===== src/rtl/flash_rd_pkg.sv =====
package flash_rd_pkg;
  typedef enum logic [1:0] {ST_IDLE, ST_CMD, ST_DATA, ST_RESP} seqState_t;

  typedef struct packed {
    logic load;
    logic txShift;
    logic rxSample;
  } seqStrobes_t;

  localparam logic [1:0] MODE_SINGLE = 2'd0;
  localparam logic [1:0] MODE_DUAL   = 2'd1;
  localparam logic [1:0] MODE_QUAD   = 2'd3;
  localparam int         SETUP_W     = 14;
  localparam int         CNT_W       = 7;
endpackage


===== src/rtl/flash_rd_datapath.sv =====
module flash_rd_datapath
  import flash_rd_pkg::*;
#(
  parameter int NUM_CS     = 4,
  parameter int ADDR_W     = 24,
  parameter int CS_W       = 2,
  parameter logic [7:0] SETUP_BASE = 8'h54,
  parameter logic [7:0] SWITCH_OFS = 8'h40
) (
  input  logic              clk,
  input  logic              rstN,
  input  logic              cfgWe,
  input  logic [7:0]        cfgAddr,
  input  logic [31:0]       cfgWdata,
  input  logic [CS_W-1:0]   rdCs,
  input  logic [ADDR_W-1:0] rdAddr,
  input  seqStrobes_t       strb,
  input  logic [3:0]        flashDin,
  output logic              switchOn,
  output logic [CNT_W-1:0]  cmdBits,
  output logic [1:0]        curMode,
  output logic              txBit,
  output logic [31:0]       rdWord
);
  localparam int TX_W = 40;

  logic [SETUP_W-1:0] setupQ [NUM_CS];
  logic [SETUP_W-1:0] selSetup;
  logic [TX_W-1:0]    txQ;
  logic [31:0]        rxQ;
  logic [31:0]        addrJust;
  logic [31:0]        unusedCfgBits;

  assign unusedCfgBits = cfgWdata;

  // One setup word per chip select, each at its own offset
  for (genvar gi = 0; gi < NUM_CS; gi++) begin : g_setup
    always_ff @(posedge clk or negedge rstN) begin
      if (!rstN) setupQ[gi] <= '0;
      else if (cfgWe && cfgAddr == SETUP_BASE + 8'(4 * gi))
        setupQ[gi] <= cfgWdata[SETUP_W-1:0];
    end
  end

  always_ff @(posedge clk or negedge rstN) begin
    if (!rstN) switchOn <= 1'b0;
    else if (cfgWe && cfgAddr == SWITCH_OFS) switchOn <= cfgWdata[0];
  end

  assign selSetup = setupQ[rdCs];

  // Serial command length: opcode + address bytes + dummy bytes
  assign cmdBits = CNT_W'(8) + (CNT_W'(selSetup[9:8]) + CNT_W'(1)) * CNT_W'(8)
                 + CNT_W'(selSetup[11:10]) * CNT_W'(8);

  // Address left-justified so its first byte leaves right after the opcode
  assign addrJust = 32'(rdAddr) << (5'd8 * (5'd3 - 5'(selSetup[9:8])));

  always_ff @(posedge clk or negedge rstN) begin
    if (!rstN) begin
      txQ     <= '0;
      curMode <= MODE_SINGLE;
    end else if (strb.load) begin
      txQ     <= {selSetup[7:0], addrJust};
      curMode <= selSetup[13:12];
    end else if (strb.txShift) begin
      txQ     <= txQ << 1;
    end
  end

  always_ff @(posedge clk or negedge rstN) begin
    if (!rstN) rxQ <= '0;
    else if (strb.rxSample) begin
      case (curMode)
        MODE_QUAD: rxQ <= {rxQ[27:0], flashDin};
        MODE_DUAL: rxQ <= {rxQ[29:0], flashDin[1:0]};
        default:   rxQ <= {rxQ[30:0], flashDin[1]};
      endcase
    end
  end

  assign txBit  = txQ[TX_W-1];
  assign rdWord = rxQ;
endmodule


===== src/rtl/flash_rd_ctrl.sv =====
module flash_rd_ctrl
  import flash_rd_pkg::*;
#(
  parameter int CS_W = 2
) (
  input  logic             clk,
  input  logic             rstN,
  input  logic             rdReq,
  input  logic [CS_W-1:0]  rdCs,
  input  logic             switchOn,
  input  logic [CNT_W-1:0] cmdBits,
  input  logic [1:0]       curMode,
  output seqStrobes_t      strb,
  output logic             sclk,
  output logic             csActive,
  output logic             cmdPhase,
  output logic [CS_W-1:0]  csIdx,
  output logic             respValid,
  output logic             respErr
);
  seqState_t        state;
  logic             half;
  logic [CNT_W-1:0] cnt;
  logic             errQ;
  logic [CNT_W-1:0] dataCycles;

  always_comb begin
    case (curMode)
      MODE_QUAD: dataCycles = CNT_W'(8);
      MODE_DUAL: dataCycles = CNT_W'(16);
      default:   dataCycles = CNT_W'(32);
    endcase
  end

  always_comb begin
    strb          = '0;
    strb.load     = (state == ST_IDLE) && rdReq && switchOn;
    strb.txShift  = (state == ST_CMD) && half;
    strb.rxSample = (state == ST_DATA) && !half;
  end

  always_ff @(posedge clk or negedge rstN) begin
    if (!rstN) begin
      state <= ST_IDLE;
      half  <= 1'b0;
      cnt   <= '0;
      errQ  <= 1'b0;
      csIdx <= '0;
    end else begin
      case (state)
        ST_IDLE: if (rdReq) begin
          half <= 1'b0;
          if (switchOn) begin
            state <= ST_CMD;
            cnt   <= cmdBits - CNT_W'(1);
            csIdx <= rdCs;
            errQ  <= 1'b0;
          end else begin
            state <= ST_RESP;
            errQ  <= 1'b1;
          end
        end
        ST_CMD: begin
          half <= !half;
          if (half) begin
            if (cnt == '0) begin
              state <= ST_DATA;
              cnt   <= dataCycles - CNT_W'(1);
            end else cnt <= cnt - CNT_W'(1);
          end
        end
        ST_DATA: begin
          half <= !half;
          if (half) begin
            if (cnt == '0) state <= ST_RESP;
            else cnt <= cnt - CNT_W'(1);
          end
        end
        default: state <= ST_IDLE;
      endcase
    end
  end

  assign sclk      = half;
  assign csActive  = (state == ST_CMD) || (state == ST_DATA);
  assign cmdPhase  = (state == ST_CMD);
  assign respValid = (state == ST_RESP);
  assign respErr   = (state == ST_RESP) && errQ;
endmodule


===== src/rtl/flash_rd_seq.sv =====
module flash_rd_seq
  import flash_rd_pkg::*;
#(
  parameter int NUM_CS = 4,
  parameter int ADDR_W = 24,
  parameter int CS_W   = (NUM_CS > 1) ? $clog2(NUM_CS) : 1
) (
  input  logic              clk,
  input  logic              rstN,
  input  logic              cfgWe,
  input  logic [7:0]        cfgAddr,
  input  logic [31:0]       cfgWdata,
  input  logic              rdReq,
  input  logic [CS_W-1:0]   rdCs,
  input  logic [ADDR_W-1:0] rdAddr,
  output logic              rdReady,
  output logic [31:0]       rdData,
  output logic              rdErr,
  output logic              pinOwn,
  output logic [NUM_CS-1:0] flashCsN,
  output logic              flashSclk,
  output logic              flashMosi,
  output logic              flashOe,
  input  logic [3:0]        flashDin
);
  seqStrobes_t      strb;
  logic             switchOn;
  logic [CNT_W-1:0] cmdBits;
  logic [1:0]       curMode;
  logic             txBit;
  logic             sclk;
  logic             csActive;
  logic             cmdPhase;
  logic [CS_W-1:0]  csIdx;

  flash_rd_datapath #(.NUM_CS(NUM_CS), .ADDR_W(ADDR_W), .CS_W(CS_W)) dp_i (
    .clk(clk), .rstN(rstN), .cfgWe(cfgWe), .cfgAddr(cfgAddr), .cfgWdata(cfgWdata),
    .rdCs(rdCs), .rdAddr(rdAddr), .strb(strb), .flashDin(flashDin),
    .switchOn(switchOn), .cmdBits(cmdBits), .curMode(curMode),
    .txBit(txBit), .rdWord(rdData)
  );

  flash_rd_ctrl #(.CS_W(CS_W)) ctrl_i (
    .clk(clk), .rstN(rstN), .rdReq(rdReq), .rdCs(rdCs), .switchOn(switchOn),
    .cmdBits(cmdBits), .curMode(curMode), .strb(strb), .sclk(sclk),
    .csActive(csActive), .cmdPhase(cmdPhase), .csIdx(csIdx),
    .respValid(rdReady), .respErr(rdErr)
  );

  for (genvar gi = 0; gi < NUM_CS; gi++) begin : g_cs
    assign flashCsN[gi] = !(csActive && csIdx == CS_W'(gi));
  end

  assign pinOwn    = switchOn;
  assign flashSclk = sclk;
  assign flashOe   = cmdPhase;
  assign flashMosi = txBit & cmdPhase;
endmodule


===== config.mk =====
export PLATFORM = sky130hd
export DESIGN_NAME = flash_rd_seq
export DESIGN_NICKNAME = d
export VERILOG_FILES = /design/src/rtl/flash_rd_pkg.sv /design/src/rtl/flash_rd_datapath.sv /design/src/rtl/flash_rd_ctrl.sv /design/src/rtl/flash_rd_seq.sv
export SDC_FILE = /design/constraint.sdc
export NUM_CORES = 1
export LEC_CHECK = 0
export BUFFER_PORTS_ARGS = -buffer_cell sky130_fd_sc_hd__clkbuf_2
export CORE_ASPECT_RATIO = 1.25
export CORE_MARGIN = 1
export CORE_UTILIZATION = 30
export DETAILED_ROUTE_END_ITERATION = 8
export PLACE_DENSITY = 0.53
export SLEW_MARGIN = 10
export SYNTH_ARGS = -nofsm -noshare
export SYNTH_HDL_FRONTEND = slang
export SYNTH_SLANG_ARGS = --single-unit

===== constraint.sdc =====
create_clock -name clk -period 4.35 [get_ports clk]
set_input_delay 1.305 -clock clk [delete_from_list [all_inputs] [get_ports clk]]
set_output_delay 1.305 -clock clk [all_outputs]
set_load 0.01 [all_outputs]

[Word-level counts from Yosys, hierarchy flattened]
Cells that the tools add are included.
Word-level totals
  register bits after elaboration: 144
  output and inout bits: 42
  logic and storage cells: 100
Operators by class
  equality and inequality tests: 20
  shift-type cells: 1
  reductions and logical operators: 32
  bitwise gates (word level): 2
  order comparisons: 1
  add/sub/neg operators: 7
  muxes and demuxes: 24
Operators by type and width (count)
  $mux W40: 2
  $pmux W32 S2: 1
  $mux W7: 6
  $eq A8 B7 Y1 const B: 5
  $shl A24 B5 Y32: 1
  $bmux W14 S2: 1
  $mux W14: 2
  $pmux W7 S3: 1
  $logic_and A1 B1 Y1: 14
  $sub A7 B1 Y7 const B: 2
  $mux W2: 6
  $pmux W6 S2: 1
  $eq A2 B2 Y1 const B: 5
  $ne A2 B1 Y1 const B: 4
  $add A4 B7 Y7 const A: 1
  $add A7 B5 Y7: 1
  $logic_not A7 Y1: 1
  $sub A6 B1 Y7 const B: 1
  $eq A2 B1 Y1 const B: 3
  $ne A2 B2 Y1 const B: 3
  $pmux W2 S3: 1
  $reduce_and A6 Y1: 1
  $logic_not A1 Y1: 5
  $reduce_and A5 Y1: 1
  other kinds (14): 18

[Depth between registers and ports, before layout]
  depth in word-level cells: 11
  gate-level depth with buffers: 11
  gate-level depth less buffers: 9

[By module]
From an unflattened synthesis, not the netlist that was laid out.
Second synthesis, totals
  cell total of the unflattened synthesis: 675
  area total of the unflattened synthesis: 7744.9 sq um
By module, submodules not included
  flash_rd_datapath: cells an instance 550, area each 6643.9 sq um, instances 1
  flash_rd_ctrl: cells an instance 120, area each 1066.0 sq um, instances 1
  flash_rd_seq: cells an instance 5, area each 35.0 sq um, instances 1

[Worst setup path after synthesis]
No wires, ideal clock.
  path type: input -> register
  from: input port rdCs[1]
  to: register ctrl_i.cnt[5]
  required time: 4216 ps
  stages: 11
  data arrival time: 3233 ps
  setup slack: 984 ps
  cells stage by stage: buf_4 -> mux2i_1 -> mux2_2 -> inv_1 -> buf_4 -> ha_1 -> inv_1 -> fa_1 -> xnor2_1 -> a22oi_1 -> o211ai_1
Between the ends
  word-level cells in the longest chain between the ends: 11
Ends and longest elaborated chain
  start: declaration: line flash_rd_seq.sv:14  | input logic [CS_W-1:0] rdCs,
  $not A2 Y3 (not written as such) (*): line flash_rd_datapath.sv:50  | assign selSetup = setupQ[rdCs];
  $bmux W14 S2 (*): line flash_rd_datapath.sv:50
  $mux W14 (not written as such) (*) (2 in a row): line flash_rd_datapath.sv:50
  $add A2 B1 Y3: line flash_rd_datapath.sv:53  | assign cmdBits = CNT_W'(8) + (CNT_W'(selSetup[9:8]) + CNT_W'(1)) * CNT_W'(8)
  $add A4 B7 Y7: line flash_rd_datapath.sv:53
  $add A7 B5 Y7 (*): line flash_rd_datapath.sv:54  | + CNT_W'(selSetup[11:10]) * CNT_W'(8);
  $sub A7 B1 Y7 (*): line flash_rd_ctrl.sv:55  | cnt <= cmdBits - CNT_W'(1);
  $mux W7 (*): line flash_rd_ctrl.sv:53  | if (switchOn) begin
  $mux W7 (*): line flash_rd_ctrl.sv:51  | ST_IDLE: if (rdReq) begin
  $pmux W7 S3 (*): line flash_rd_ctrl.sv:50  | case (state)
  end signal: assignment: line flash_rd_ctrl.sv:55
  end signal: assignment: line flash_rd_ctrl.sv:68  | cnt <= dataCycles - CNT_W'(1);
  end signal: assignment: line flash_rd_ctrl.sv:69  | end else cnt <= cnt - CNT_W'(1);
  end: declaration: line flash_rd_ctrl.sv:23  | logic [CNT_W-1:0] cnt;
Every way passes the cells marked *; elsewhere a longest branch is shown, timed or not. The select of a mux whose other input is x is not followed.
A chain may end at the register's enable or synchronous reset.

[Worst setup path after layout]
  from: register ctrl_i.state[0]
  to: output port flashCsN[0]
Between the ends
  word-level cells in the longest chain between the ends: 4
  elaborated cells on any way between the ends: 5
  classes of those cells: eq/ne: 2; reduce/logical: 3
Ends and longest elaborated chain
  start: declaration: line flash_rd_ctrl.sv:21  | seqState_t state;
  start signal: assignment: line flash_rd_ctrl.sv:44  | state <= ST_IDLE;
  start signal: assignment: line flash_rd_ctrl.sv:54  | state <= ST_CMD;
  start signal: assignment: line flash_rd_ctrl.sv:59  | state <= ST_RESP;
  $eq A2 B1 Y1 or $eq A2 B2 Y1 (tied branches): line flash_rd_ctrl.sv:85  | assign csActive = (state == ST_CMD) || (state == ST_DATA);
  $logic_or A1 B1 Y1 (*): line flash_rd_ctrl.sv:85
  $logic_and A1 B1 Y1 (*): line flash_rd_seq.sv:51  | assign flashCsN[gi] = !(csActive && csIdx == CS_W'(gi));
  $logic_not A1 Y1 (*): line flash_rd_seq.sv:51
  end: declaration: line flash_rd_seq.sv:20  | output logic [NUM_CS-1:0] flashCsN,
Every way passes the cells marked *; elsewhere a longest branch is shown, timed or not.

==> out/metrics.csv <==
stage;metric;value;unit
synth;synth_area;7498;sq um
clocking;cts.clk_slew.worst_paths;0.07;ns
timing;rsz0062_at_grt;false;
floorplanning;ioPinCount;116;
clocking;cts_tree;done;
synth;yosysSeqAreaShare;0.4806;
route;vias;5510;
run;drv_cap;0;
placement;portBuffers;97;
clocking;cts.sinks;144;
placement;placed_cell_area;8315;sq um
synth;yosysTopAreaCellShare;0.4806;
critical_path;crit_path_end_kind;primary output;
synth;yosys.cell_types.count;48;
floorplanning;die_x;143.4;microns
clocking;post_cts_resized;0;
timing;layout_setup_ws;0.7047;ns
layout;stdcell_area;8926;sq um
pwr;powerDensity;542.9;nW/um^2
route;drc;0;
clocking;post_cts_buffers;0;
route;drtIter0Drc;251;
critical_path;worst-path-max-fanout;12;
timing;max-slew-margin-rel;0.3207;
timing;fin_worst_skew;0.01078;ns
timing;finalCritPeriodShare;0.8380;
pwr;total_power;4846;uW
timing;final-setup-viol-count;0;
layout;drive_above_1_share;0.3227;
timing;hold_violations;0;
layout;diodes;0;
placement;hpwl;12.40;mm
synth;synth-seq-cells;144;
critical_path;crit_path_start_kind;flip-flop;
synth;synth_flop_cell;dfrtp_1;
synth;synth_most_common_cell;dfrtp_1;
clocking;cts_root_buf;clkbuf_16;
timing;slew_violations;0;
synth;yosysTopAreaCell;dfrtp_1;
global_route;grt.total_usage;0.1501;
layout;n_fill_cell;2546;
clocking;clock_latency;0.42;ns
timing;tightestPinTransition;1.019;ns
floorplanning;die_h;178.8;microns
layout;syn_to_final_growth;19.04;%
placement;dp_slack;0.5948;ns
outcome;outcome;complete, no violations;
critical_path;cp.arrival;2.34;ns
floorplanning;dieArea;25640;sq um
pwr;vdd_drop_max;0.2732;mV
global_route;grt_pass1_wl;29.69;mm
critical_path;worst-endpoint-required;3.04;ns
floorplanning;start_util;0.3060;
synth;synth.area.top_cells;dfrtp_1 48%, mux2_2 12%, nand2_1 4.9%;
route;dr.pass1.iters;4;
min_path;holdPathStages;2;
clocking;postCtsHoldBufs;0;
synth;ys_warn_count;0;
synth;synth_top_cells_by_count;144 x dfrtp_1, 97 x nand2_1, 79 x mux2_2;
synth;synth_cells;686;
synth;async_reset_ff_frac;1.000;
timing;fin_crit;3.645;ns
clocking;htree_levels;4;
global_route;grt_pass1_vias;5536;
layout;final_nets;857;
pwr;p_leak;0.004027;uW
global_route;grt_max_degree;67;
floorplanning;core;24500;sq um
critical_path;rr_worst_depth;7;
timing;max_freq;274.3;MHz
critical_path;criticalPathCategory;flip-flop to primary output;
global_route;antenna_found_initial;0;
timing;tns;0;ns
floorplanning;row_count;64;
placement;routabilityCongestion;0.7890;
min_path;min_path_type;flip-flop to flip-flop;
clocking;clk_path_buf_depth;2;
route;routedWlPerCell;16.39;microns
clocking;cts_buffers;17;
synth;avgSynthCellArea;10.93;sq um
route;postRouteAntennaNets;0;
route;wirelength;18.26;mm
global_route;grt_remaining_overflow;0;
route;vias_per_cell;4.946;
synth;synth_edf_count;0;
synth;postSynthNetCount;772;
==> per-layer routing <==
metal  track usage  wire, microns
met5             0              0
met1        0.1908           8474
met3       0.03178            660
met4       0.05452            348
met2        0.2496           8773
==> through the flow <==
step,cells,hold slack [ns],utilization
floorplan,686,0.4414,-
global placement,1082,0.4620,0.3394
detailed placement,1082,0.4734,0.3394
CTS,1114,0.4876,0.3643
global route,1114,0.5097,0.3643
finish,1114,0.4801,0.3643
==> cell usage in the layout, fill, tap and decap left out, drive strengths merged <==
cell type	Yosys	routed
a211o	1	1
a21o	11	11
a21oi	29	29
a22o	2	2
a22oi	34	34
a31oi	12	12
a32o	1	1
and2	4	4
and3	1	1
buf	12	14
bufinv	0	2
clkbuf	32	113
clkinv	1	3
dfrtp	144	144
fa	1	1
ha	11	11
inv	11	22
mux2	91	91
mux2i	36	36
mux4	12	12
nand2	98	98
nand2b	4	4
nand3	6	6
nand3b	2	2
nor2	31	31
nor2b	2	2
nor3	5	5
nor3b	7	7
nor4	1	1
o2111ai	1	1
o211ai	3	3
o21ai	56	56
o22ai	16	16
o31a	1	1
or3	1	1
or3b	1	1
xnor2	4	4
xor2	1	1
==> where the power goes <==
group	internal, uW	switching [uW]	total, uW
Clock	875	648	1520
Sequential	1650	257	1910
Combinational	606	806	1410
Total	3130	1710	4850
==> state kept, by name, indices dropped and copies added (netlist names) <==
signal,count
dp_i.setupQ,56
ctrl_i.state,2
dp_i.rdWord,32
ctrl_i.cnt,7
dp_i.switchOn,1
ctrl_i.sclk,1
ctrl_i.errQ,1
dp_i.txQ,40
dp_i.curMode,2
ctrl_i.csIdx,2
==> layout make-up <==
cell class / instances / area (sq um) / share of cell area
inverters: 12 / 46.29 / 0.005186
clock buffers: 17 / 425.4 / 0.04766
well taps: 330 / 412.9 / 0.04626
multi-input cells: 486 / 3651 / 0.4090
clock inverters: 15 / 185.2 / 0.02075
flip-flops and latches: 144 / 3603 / 0.4037
repair buffers: 110 / 601.8 / 0.06742
==> path summary, 6_finish.rpt <==
| path | to | slack, ns | start |
|---|---|---|---|
| min in group asynchronous | dp_i.rdWord[4] | 0.83 | rstN |
| setup reg to reg | dp_i.txQ[19] | 1.89 | ctrl_i.state[0] |
| max in group asynchronous | dp_i.txQ[19] | 2.71 | rstN |
| setup / recovery | flashCsN[0] | 0.70 | ctrl_i.state[0] |
| hold / removal | dp_i.rdWord[31] | 0.48 | dp_i.rdWord[31] |
| hold reg to reg | dp_i.rdWord[31] | 0.48 | dp_i.rdWord[31] |
==> critical path, cell delays in order (launching register included) <==
cell,delay (ns)
dfrtp_1,0.38
inv_1,0.09
ha_1,0.56
inv_1,0.27
or3_1,0.46
clkbuf_2,0.15
==> cells by family (layout without fill, tap and decap cells) <==
kind of cell	Yosys count	after routing	share of synthesized area
AO/OA/AOI/OAI	167	167	0.1353
XOR/XNOR	5	5	0.005840
adder cells (fa/ha/maj)	12	12	0.02102
buffers and inverters	56	154	0.03320
flip-flops	144	144	0.4806
multiplexers	139	139	0.2258
AND/OR/NAND/NOR	163	163	0.09828
Note: power is estimated with default switching activity, not from simulation.
